## config.mk

```make
export PLATFORM = sky130hd
export DESIGN_NAME = fb_dual_mod_div
export DESIGN_NICKNAME = d
export VERILOG_FILES = /design/src/rtl/fbdiv_pkg.sv /design/src/rtl/fbdiv_cfg.sv /design/src/rtl/fbdiv_prescaler.sv /design/src/rtl/fbdiv_swallow.sv /design/src/rtl/fb_dual_mod_div.sv
export SDC_FILE = /design/constraint.sdc
export NUM_CORES = 1
export LEC_CHECK = 0
export ABC_AREA = 1
export BUFFER_PORTS_ARGS = -buffer_cell sky130_fd_sc_hd__clkbuf_2
export CAP_MARGIN = 5
export CORE_MARGIN = 1
export CORE_UTILIZATION = 30
export CTS_CLUSTER_SIZE = 10
export DETAILED_ROUTE_END_ITERATION = 10
export GPL_ROUTABILITY_DRIVEN = 0
export SLEW_MARGIN = 20
export SYNTH_ARGS = -nofsm -noshare
export SYNTH_HDL_FRONTEND = slang
export SYNTH_SLANG_ARGS = --single-unit
```

## constraint.sdc

```tcl
create_clock -name clk -period 1.6 [get_ports clk]
set_input_delay 0.32 -clock clk [delete_from_list [all_inputs] [get_ports clk]]
set_output_delay 0.32 -clock clk [all_outputs]
set_load 0.02 [all_outputs]
```

## src/rtl/fbdiv_pkg.sv

```systemverilog
package fbdiv_pkg;

  // Force a requested modulus into the legal window.
  function automatic int unsigned fit_modulus(input int unsigned req,
                                              input int unsigned lo,
                                              input int unsigned hi);
    if (req < lo) return lo;
    if (req > hi) return hi;
    return req;
  endfunction

  // Number of prescaler cycles per period.
  function automatic int unsigned main_count(input int unsigned n,
                                             input int unsigned base);
    return n / base;
  endfunction

  // Number of those cycles that use the longer prescaler ratio.
  function automatic int unsigned swallow_count(input int unsigned n,
                                                input int unsigned base);
    return n % base;
  endfunction

endpackage

```

## src/rtl/fbdiv_cfg.sv

```systemverilog
module fbdiv_cfg #(
  parameter int MOD_W   = 10,
  parameter int MOD_MIN = 37,
  parameter int MOD_MAX = 392,
  parameter int PRE     = 4,
  parameter int M_W     = 7,
  parameter int A_W     = 2
) (
  input  logic             clk,
  input  logic             rst_n,
  input  logic             load,
  input  logic [MOD_W-1:0] req_mod,
  input  logic             req_dbl,
  output logic [M_W-1:0]   m_q,
  output logic [A_W-1:0]   a_q,
  output logic             dbl_q,
  output logic             err_q
);
  import fbdiv_pkg::*;

  localparam logic [M_W-1:0]   RST_M = M_W'(MOD_MIN / PRE);
  localparam logic [A_W-1:0]   RST_A = A_W'(MOD_MIN % PRE);
  localparam logic [MOD_W-1:0] LO    = MOD_W'(MOD_MIN);
  localparam logic [MOD_W-1:0] HI    = MOD_W'(MOD_MAX);

  int unsigned    fitted;
  logic [M_W-1:0] m_new;
  logic [A_W-1:0] a_new;
  logic           out_of_range;

  always_comb begin
    fitted       = fit_modulus(int'(req_mod), MOD_MIN, MOD_MAX);
    m_new        = M_W'(main_count(fitted, PRE));
    a_new        = A_W'(swallow_count(fitted, PRE));
    out_of_range = (req_mod < LO) || (req_mod > HI);
  end

  always_ff @(posedge clk) begin
    if (!rst_n) begin
      m_q   <= RST_M;
      a_q   <= RST_A;
      dbl_q <= 1'b0;
      err_q <= 1'b0;
    end else begin
      err_q <= out_of_range;
      if (load) begin
        m_q   <= m_new;
        a_q   <= a_new;
        dbl_q <= req_dbl;
      end
    end
  end

endmodule

```

## src/rtl/fbdiv_prescaler.sv

```systemverilog
module fbdiv_prescaler #(
  parameter int PRE = 4,
  parameter int P_W = 3
) (
  input  logic clk,
  input  logic rst_n,
  input  logic dbl,
  input  logic restart,
  input  logic mode_hi,
  output logic tick,
  output logic wrap
);
  localparam logic [P_W-1:0] LAST_HI = P_W'(PRE);
  localparam logic [P_W-1:0] LAST_LO = P_W'(PRE - 1);

  logic           half;
  logic [P_W-1:0] cnt;

  // In doubled mode only every second fast cycle advances the prescaler.
  assign tick = !dbl || half;
  assign wrap = tick && (cnt == (mode_hi ? LAST_HI : LAST_LO));

  always_ff @(posedge clk) begin
    if (!rst_n) begin
      half <= 1'b0;
      cnt  <= '0;
    end else begin
      half <= (restart || !dbl) ? 1'b0 : !half;
      if (tick) cnt <= wrap ? '0 : cnt + P_W'(1);
    end
  end

endmodule

```

## src/rtl/fbdiv_swallow.sv

```systemverilog
module fbdiv_swallow #(
  parameter int M_W = 7,
  parameter int A_W = 2
) (
  input  logic           clk,
  input  logic           rst_n,
  input  logic           wrap,
  input  logic [M_W-1:0] m_val,
  input  logic [A_W-1:0] a_val,
  output logic           mode_hi,
  output logic           period_end
);
  logic [M_W-1:0] m_cnt;

  // The first a_val prescaler cycles of a period use the longer ratio.
  assign mode_hi    = m_cnt < M_W'(a_val);
  assign period_end = wrap && (m_cnt == m_val - M_W'(1));

  always_ff @(posedge clk) begin
    if (!rst_n)    m_cnt <= '0;
    else if (wrap) m_cnt <= period_end ? '0 : m_cnt + M_W'(1);
  end

endmodule

```

## src/rtl/fb_dual_mod_div.sv

```systemverilog
module fb_dual_mod_div #(
  parameter int MOD_W   = 10,
  parameter int MOD_MIN = 37,
  parameter int MOD_MAX = 392,
  parameter int PRE     = 4
) (
  input  logic                                clk,
  input  logic                                rst_n,
  input  logic [MOD_W-1:0]                    req_mod,
  input  logic                                req_dbl,
  output logic                                fb_pulse,
  output logic                                cfg_err,
  output logic [$clog2(MOD_MAX/PRE+1)-1:0]    m_val,
  output logic [$clog2(PRE)-1:0]              a_val
);
  localparam int M_W = $clog2(MOD_MAX / PRE + 1);
  localparam int A_W = $clog2(PRE);
  localparam int P_W = $clog2(PRE + 1);

  logic dbl_q;
  logic tick;
  logic pre_wrap;
  logic mode_hi;
  logic period_end;

  fbdiv_cfg #(
    .MOD_W(MOD_W), .MOD_MIN(MOD_MIN), .MOD_MAX(MOD_MAX),
    .PRE(PRE), .M_W(M_W), .A_W(A_W)
  ) u_cfg (
    .clk(clk), .rst_n(rst_n), .load(period_end),
    .req_mod(req_mod), .req_dbl(req_dbl),
    .m_q(m_val), .a_q(a_val), .dbl_q(dbl_q), .err_q(cfg_err)
  );

  fbdiv_prescaler #(.PRE(PRE), .P_W(P_W)) u_pre (
    .clk(clk), .rst_n(rst_n), .dbl(dbl_q), .restart(period_end),
    .mode_hi(mode_hi), .tick(tick), .wrap(pre_wrap)
  );

  fbdiv_swallow #(.M_W(M_W), .A_W(A_W)) u_swl (
    .clk(clk), .rst_n(rst_n), .wrap(pre_wrap),
    .m_val(m_val), .a_val(a_val),
    .mode_hi(mode_hi), .period_end(period_end)
  );

  always_ff @(posedge clk) begin
    if (!rst_n) fb_pulse <= 1'b0;
    else        fb_pulse <= period_end;
  end

endmodule

```

# --- After elaboration in Yosys (flattened, before gate mapping) ---
# Index checks and enable logic that the tools add are counted.
# Widths: inputs -> output; s select.
classes:
  n_addsub: 3
  order_cmp: 5
  n_eq_ne: 2
  muxes: 10
  n_bitwise: 1
  n_reduce_logical: 8
ops:
  columns: ["operator", "n"]
  rows:
  - ["$mux 9", 3]
  - ["$gt 10x9->1 const B", 2]
  - ["$lt 10x6->1 const B", 2]
  - ["$add 7x1->7 const B", 1]
  - ["$eq 7x7->1", 1]
  - ["$lt 7x2->1", 1]
  - ["$mux 7", 1]
  - ["$sub 7x1->7 const B", 1]
  - ["$mux 3", 2]
  - ["$mux 6", 1]
  - ["$add 3x1->3 const B", 1]
  - ["$eq 3x3->1", 1]
  - ["$logic_or 1x1->1", 3]
  - ["$mux 1", 3]
  - ["$logic_and 1x1->1", 2]
  - ["$logic_not 1->1", 2]
  - ["$reduce_or 2->1", 1]
  - ["$not 1->1", 1]
totals:
  reg_bits: 23
  inputBits: 13
  out_inout_bits: 11
  wordCells: 37

# --- Logic depth before layout (Yosys ltp) ---
depth:
  word_depth: 7
  mapped_depth: 14
  depth_no_buf: 13

# --- Modules after synthesis ---
# A second synthesis with hierarchy kept.
unflattened:
  cells_unflattened: 236
  area_unflattened_um2: 1437.6
by_module_without_submodules:
  columns: ["module", "instances", "cells_per_inst", "area_each_um2", "seq_area_each_um2"]
  rows:
  - ["fbdiv_swallow", 1, 114, 651.9, 140.1]
  - ["fbdiv_cfg", 1, 83, 531.8, 220.2]
  - ["fbdiv_prescaler", 1, 36, 226.5, 80.1]
  - ["fb_dual_mod_div", 1, 3, 27.5, 20.0]

# --- Worst setup path after synthesis ---
# Ideal clock, no wire load.
synth_timing:
  kind: "flip-flop to flip-flop"
  from: "register u_cfg.m_q[0]"
  to: "register u_cfg.m_q[3]"
  setup_time_ns: 0.120
  t_arrival_ns: 1.685
  required_time_ns: 1.480
  setup_slack_ns: -0.205
  stages_incl_launch_ff: 14
  n_path_buf: 1
  period_less_slack_ns: 1.805
  path_cell_list: "dfxtp_1 inv_2 ha_1 inv_1 nand2_1 nand3_1 nand2_1 nor2_1 nand2_1 nor2_4 nand3_4 buf_6 nand2_1 nand3_1"
synth_between:
  elab_chain_cells: 3
synth_lines:
  columns: ["item", "line", "source"]
  rows:
  - ["start: declaration", "fbdiv_cfg.sv:14", "output logic [M_W-1:0] m_q,"]
  - ["start signal: assignment", "fbdiv_cfg.sv:47", "m_q <= m_new;"]
  - ["$sub 7x1->7", "fbdiv_swallow.sv:17", "assign period_end = wrap && (m_cnt == m_val - M_W'(1));"]
  - ["$eq 7x7->1", "fbdiv_swallow.sv:17", null]
  - ["$logic_and 1x1->1", "fbdiv_swallow.sv:17", null]
# Every way passes these cells.
# A chain may end at the register's enable or synchronous reset.

# --- Worst setup path after layout ---
layout_timing:
  from: "register u_cfg.m_q[0]"
  to: "register u_cfg.m_q[0]"
# Same word-level chain as after synthesis.

==> impl_metrics.ini <==
[die]
dieWidth_um = 74.4
die-area_um2 = 5530
rows = 25
coreArea_um2 = 4880
start_util_pct = 32.2
die_y_um = 74.4
ios = 24

[sta]
whs_ns = 0.281
finalMaxSlewViolations = 0
setup_viol = 18
relSlewSlack_pct = 82.6
timing.final.crit_share_pct = 105
worst_slack_ns = -0.0792
clock.fmax_ghz = 0.596
skew_ns = 0.00493
setup_tns_ns = -0.837
rsz0062_at_grt = yes
hold_viol_final = 0
finalCriticalPeriod_ns = 1.68
worst_pin_slew_ns = 0.261

[outcome]
outcome = finished with violations
violations = setup timing

[logic_synthesis]
synth.area.top_cells = dfxtp_1 29%, nand2_1 16%, nand3_1 8.0%
seq_area_frac_synth_pct = 29.3
synth_top_area_cell = dfxtp_1
synth_area_um2 = 1570
synth_seq_cells = 23
postSynthNetCount = 262
ys_types = 25
ys_warn_count = 0
syn_area_per_cell_um2 = 6.41
synth_cells = 245
synth_top_cell_area_share_pct = 29.3

[cts]
htree_levels = 1
cts.sinks = 23
cts_tree = yes
insertion_delay_ns = 0.27
ctsRootBufferMaster = clkbuf_8
clock_path_buffers = 2
clk_pin_slew_ns = 0.08
cts_inserted_buffers = 3

[routing]
drc = 0
drtPass1Iterations = 4
wl_per_cell_um = 11.4
drt_iter0_drc = 80
vias = 1672
post_drt_via_cell_ratio = 4.66
drtAntennaViolNets = 0
postRouteWirelength_mm = 4.08

[setup_path]
cp.required_ns = 1.80
critPathArrivalTime_ns = 1.88
cp-start-kind = flop
crit_fanout = 5
critical_path_class = flop to flop
worst_setup_path_end_kind = flop

[grt]
grt_usage_pct = 16.4
grt_pass1_wl_mm = 6.91
grt_max_degree = 22
grt_pass1_vias = 1507
antenna_found_initial = 0
grt-ovfl-total = 0

[layout]
final_util_pct = 42.3
register_area_um2 = 473
antenna_cells = 0
final_nets = 310
drive_gt1_share_pct = 33.6
fillCellCount = 540
multiInputGateArea_um2 = 1030
fin_area_um2 = 2060
synthToLayoutAreaGrowth_pct = 31.3

[placed_design]
place_area_um2 = 1900
io_buffers = 23
dpl.hpwl_mm = 2.97

[power_and_ir_drop]
finalPower_w = 0.00181
p_leak_nw = 1.00
ir_drop_uv = 722
p_per_area_nw_per_um2 = 878

[hold_path]
hp-class = input pin to flop

[flow_run]
maxCapViolCount = 0
==> placed cells by master (no fill, tap or decap) <==
cell,netlist,routed
buf_4,0,18
inv_4,0,1
o21ai_1,0,1
nand3b_1,1,1
dfxtp_2,0,1
clkbuf_1,0,1
and3_1,1,1
a21oi_1,11,11
nor4_1,1,1
inv_2,5,8
nand2_1,67,63
ha_4,0,2
clkbuf_8,1,3
nand3_1,25,22
dfxtp_4,0,3
dfxtp_1,23,19
a31oi_1,1,1
nand3_4,1,2
a21boi_2,0,1
inv_1,28,24
clkbuf_2,0,23
o21ai_0,3,2
nor2_1,33,29
xor2_1,3,3
nand4_1,12,12
buf_6,3,5
nor3_1,1,1
nor2_4,4,5
ha_1,4,2
nor2_2,3,7
nand2_2,7,11
nand3_2,5,8
==> worst paths after layout <==
kind	from	end	slack (ns)	cells past startpoint
max	u_cfg.m_q[0]	u_cfg.m_q[0]	-0.08	12
min	req_dbl	u_cfg.dbl_q	0.28	3
max reg2reg	u_cfg.m_q[0]	u_cfg.m_q[0]	-0.08	12
min reg2reg	u_cfg.dbl_q	u_cfg.dbl_q	0.47	2
==> area by class of cell <==
cell class | count | share of cell area (%)
well taps | 67 | 4.06
clock buffers | 4 | 2.18
flip-flops and latches | 23 | 22.9
inverters | 33 | 6.12
multi-input cells | 186 | 49.8
repair buffers | 46 | 14.9
==> flip-flops by register name, indices dropped and copies added, names as in the netlist <==
| name | count |
|---|---|
| u_pre.half | 1 |
| u_cfg.err_q | 1 |
| fb_pulse | 1 |
| u_pre.cnt | 3 |
| u_cfg.a_q | 2 |
| u_cfg.dbl_q | 1 |
| u_swl.m_cnt | 7 |
| u_cfg.m_q | 7 |
==> per-stage QoR <==
step	instances	setup slack, ns
after floorplan	245	-0.0140
after global placement	348	-0.100
after detailed placement	348	-0.108
after CTS	356	-0.0698
after global routing	359	-0.172
final	359	-0.0792
==> cell usage after synthesis <==
master and instances:
buf_6 3, xor2_1 3, nand3_2 5, inv_1 28, nand3_1 25, nand2_2 7
ha_1 4, clkbuf_8 1, dfxtp_1 23, nor4_1 1, inv_2 5, a21oi_1 11
o21ai_0 3, nor3_1 1, nand4_1 12, nand3b_1 1, a21boi_1 1, nor2_2 3
buf_1 1, nand2_1 67, nor2_1 33, a31oi_1 1, and3_1 1, nor2_4 4
nand3_4 1
==> per-layer routing <==
metal | vias up | wire length, um | global-route usage, %
li1 | 888 | - | -
met1 | 747 | 2050 | 23.6
met2 | 32 | 1810 | 25.4
met3 | 5 | 171 | 1.63
met4 | 0 | 55 | 5.45
met5 | - | 0 | 0
==> critical path, cell delays in order, from the launching register on <==
cell     delay, ns
dfxtp_4       0.36
inv_4         0.04
ha_4          0.26
inv_2         0.03
nand2_2       0.06
nand2_1       0.05
nor2_1        0.08
nand3_1       0.08
nor2_2        0.16
nand2_2       0.13
nor2_4        0.16
nand3_1       0.11
nand3_1       0.10
==> cell families (layout without fill, tap and decap cells) <==
logic type	Yosys count	after routing	share of synthesized area (%)
AND/OR/NAND/NOR	161	163	49.4
flip-flops	23	23	29.3
AO/OA/AOI/OAI	16	16	5.33
XOR/XNOR	3	3	1.67
buffers and inverters	38	83	11.1
adder cells (fa/ha/maj)	4	4	3.18
==> timing repair <==
item,in CTS,in global routing
resized for setup,15,7
pin swaps,11,9
hold buffers,0,0
buffers inserted,2,3
hold endpoints to repair,0,0
cloned,2,0
endpoints found under the setup margin,20,21
==> power breakdown <==
part	switching, W	internal, W	leakage, nW
registers	0.0000423	0.000612	0.188
logic	0.000462	0.000331	0.792
clock network	0.000187	0.000178	0.0228
total	0.000692	0.00112	1.00
No activity file was read; power rests on OpenSTA's default activity.
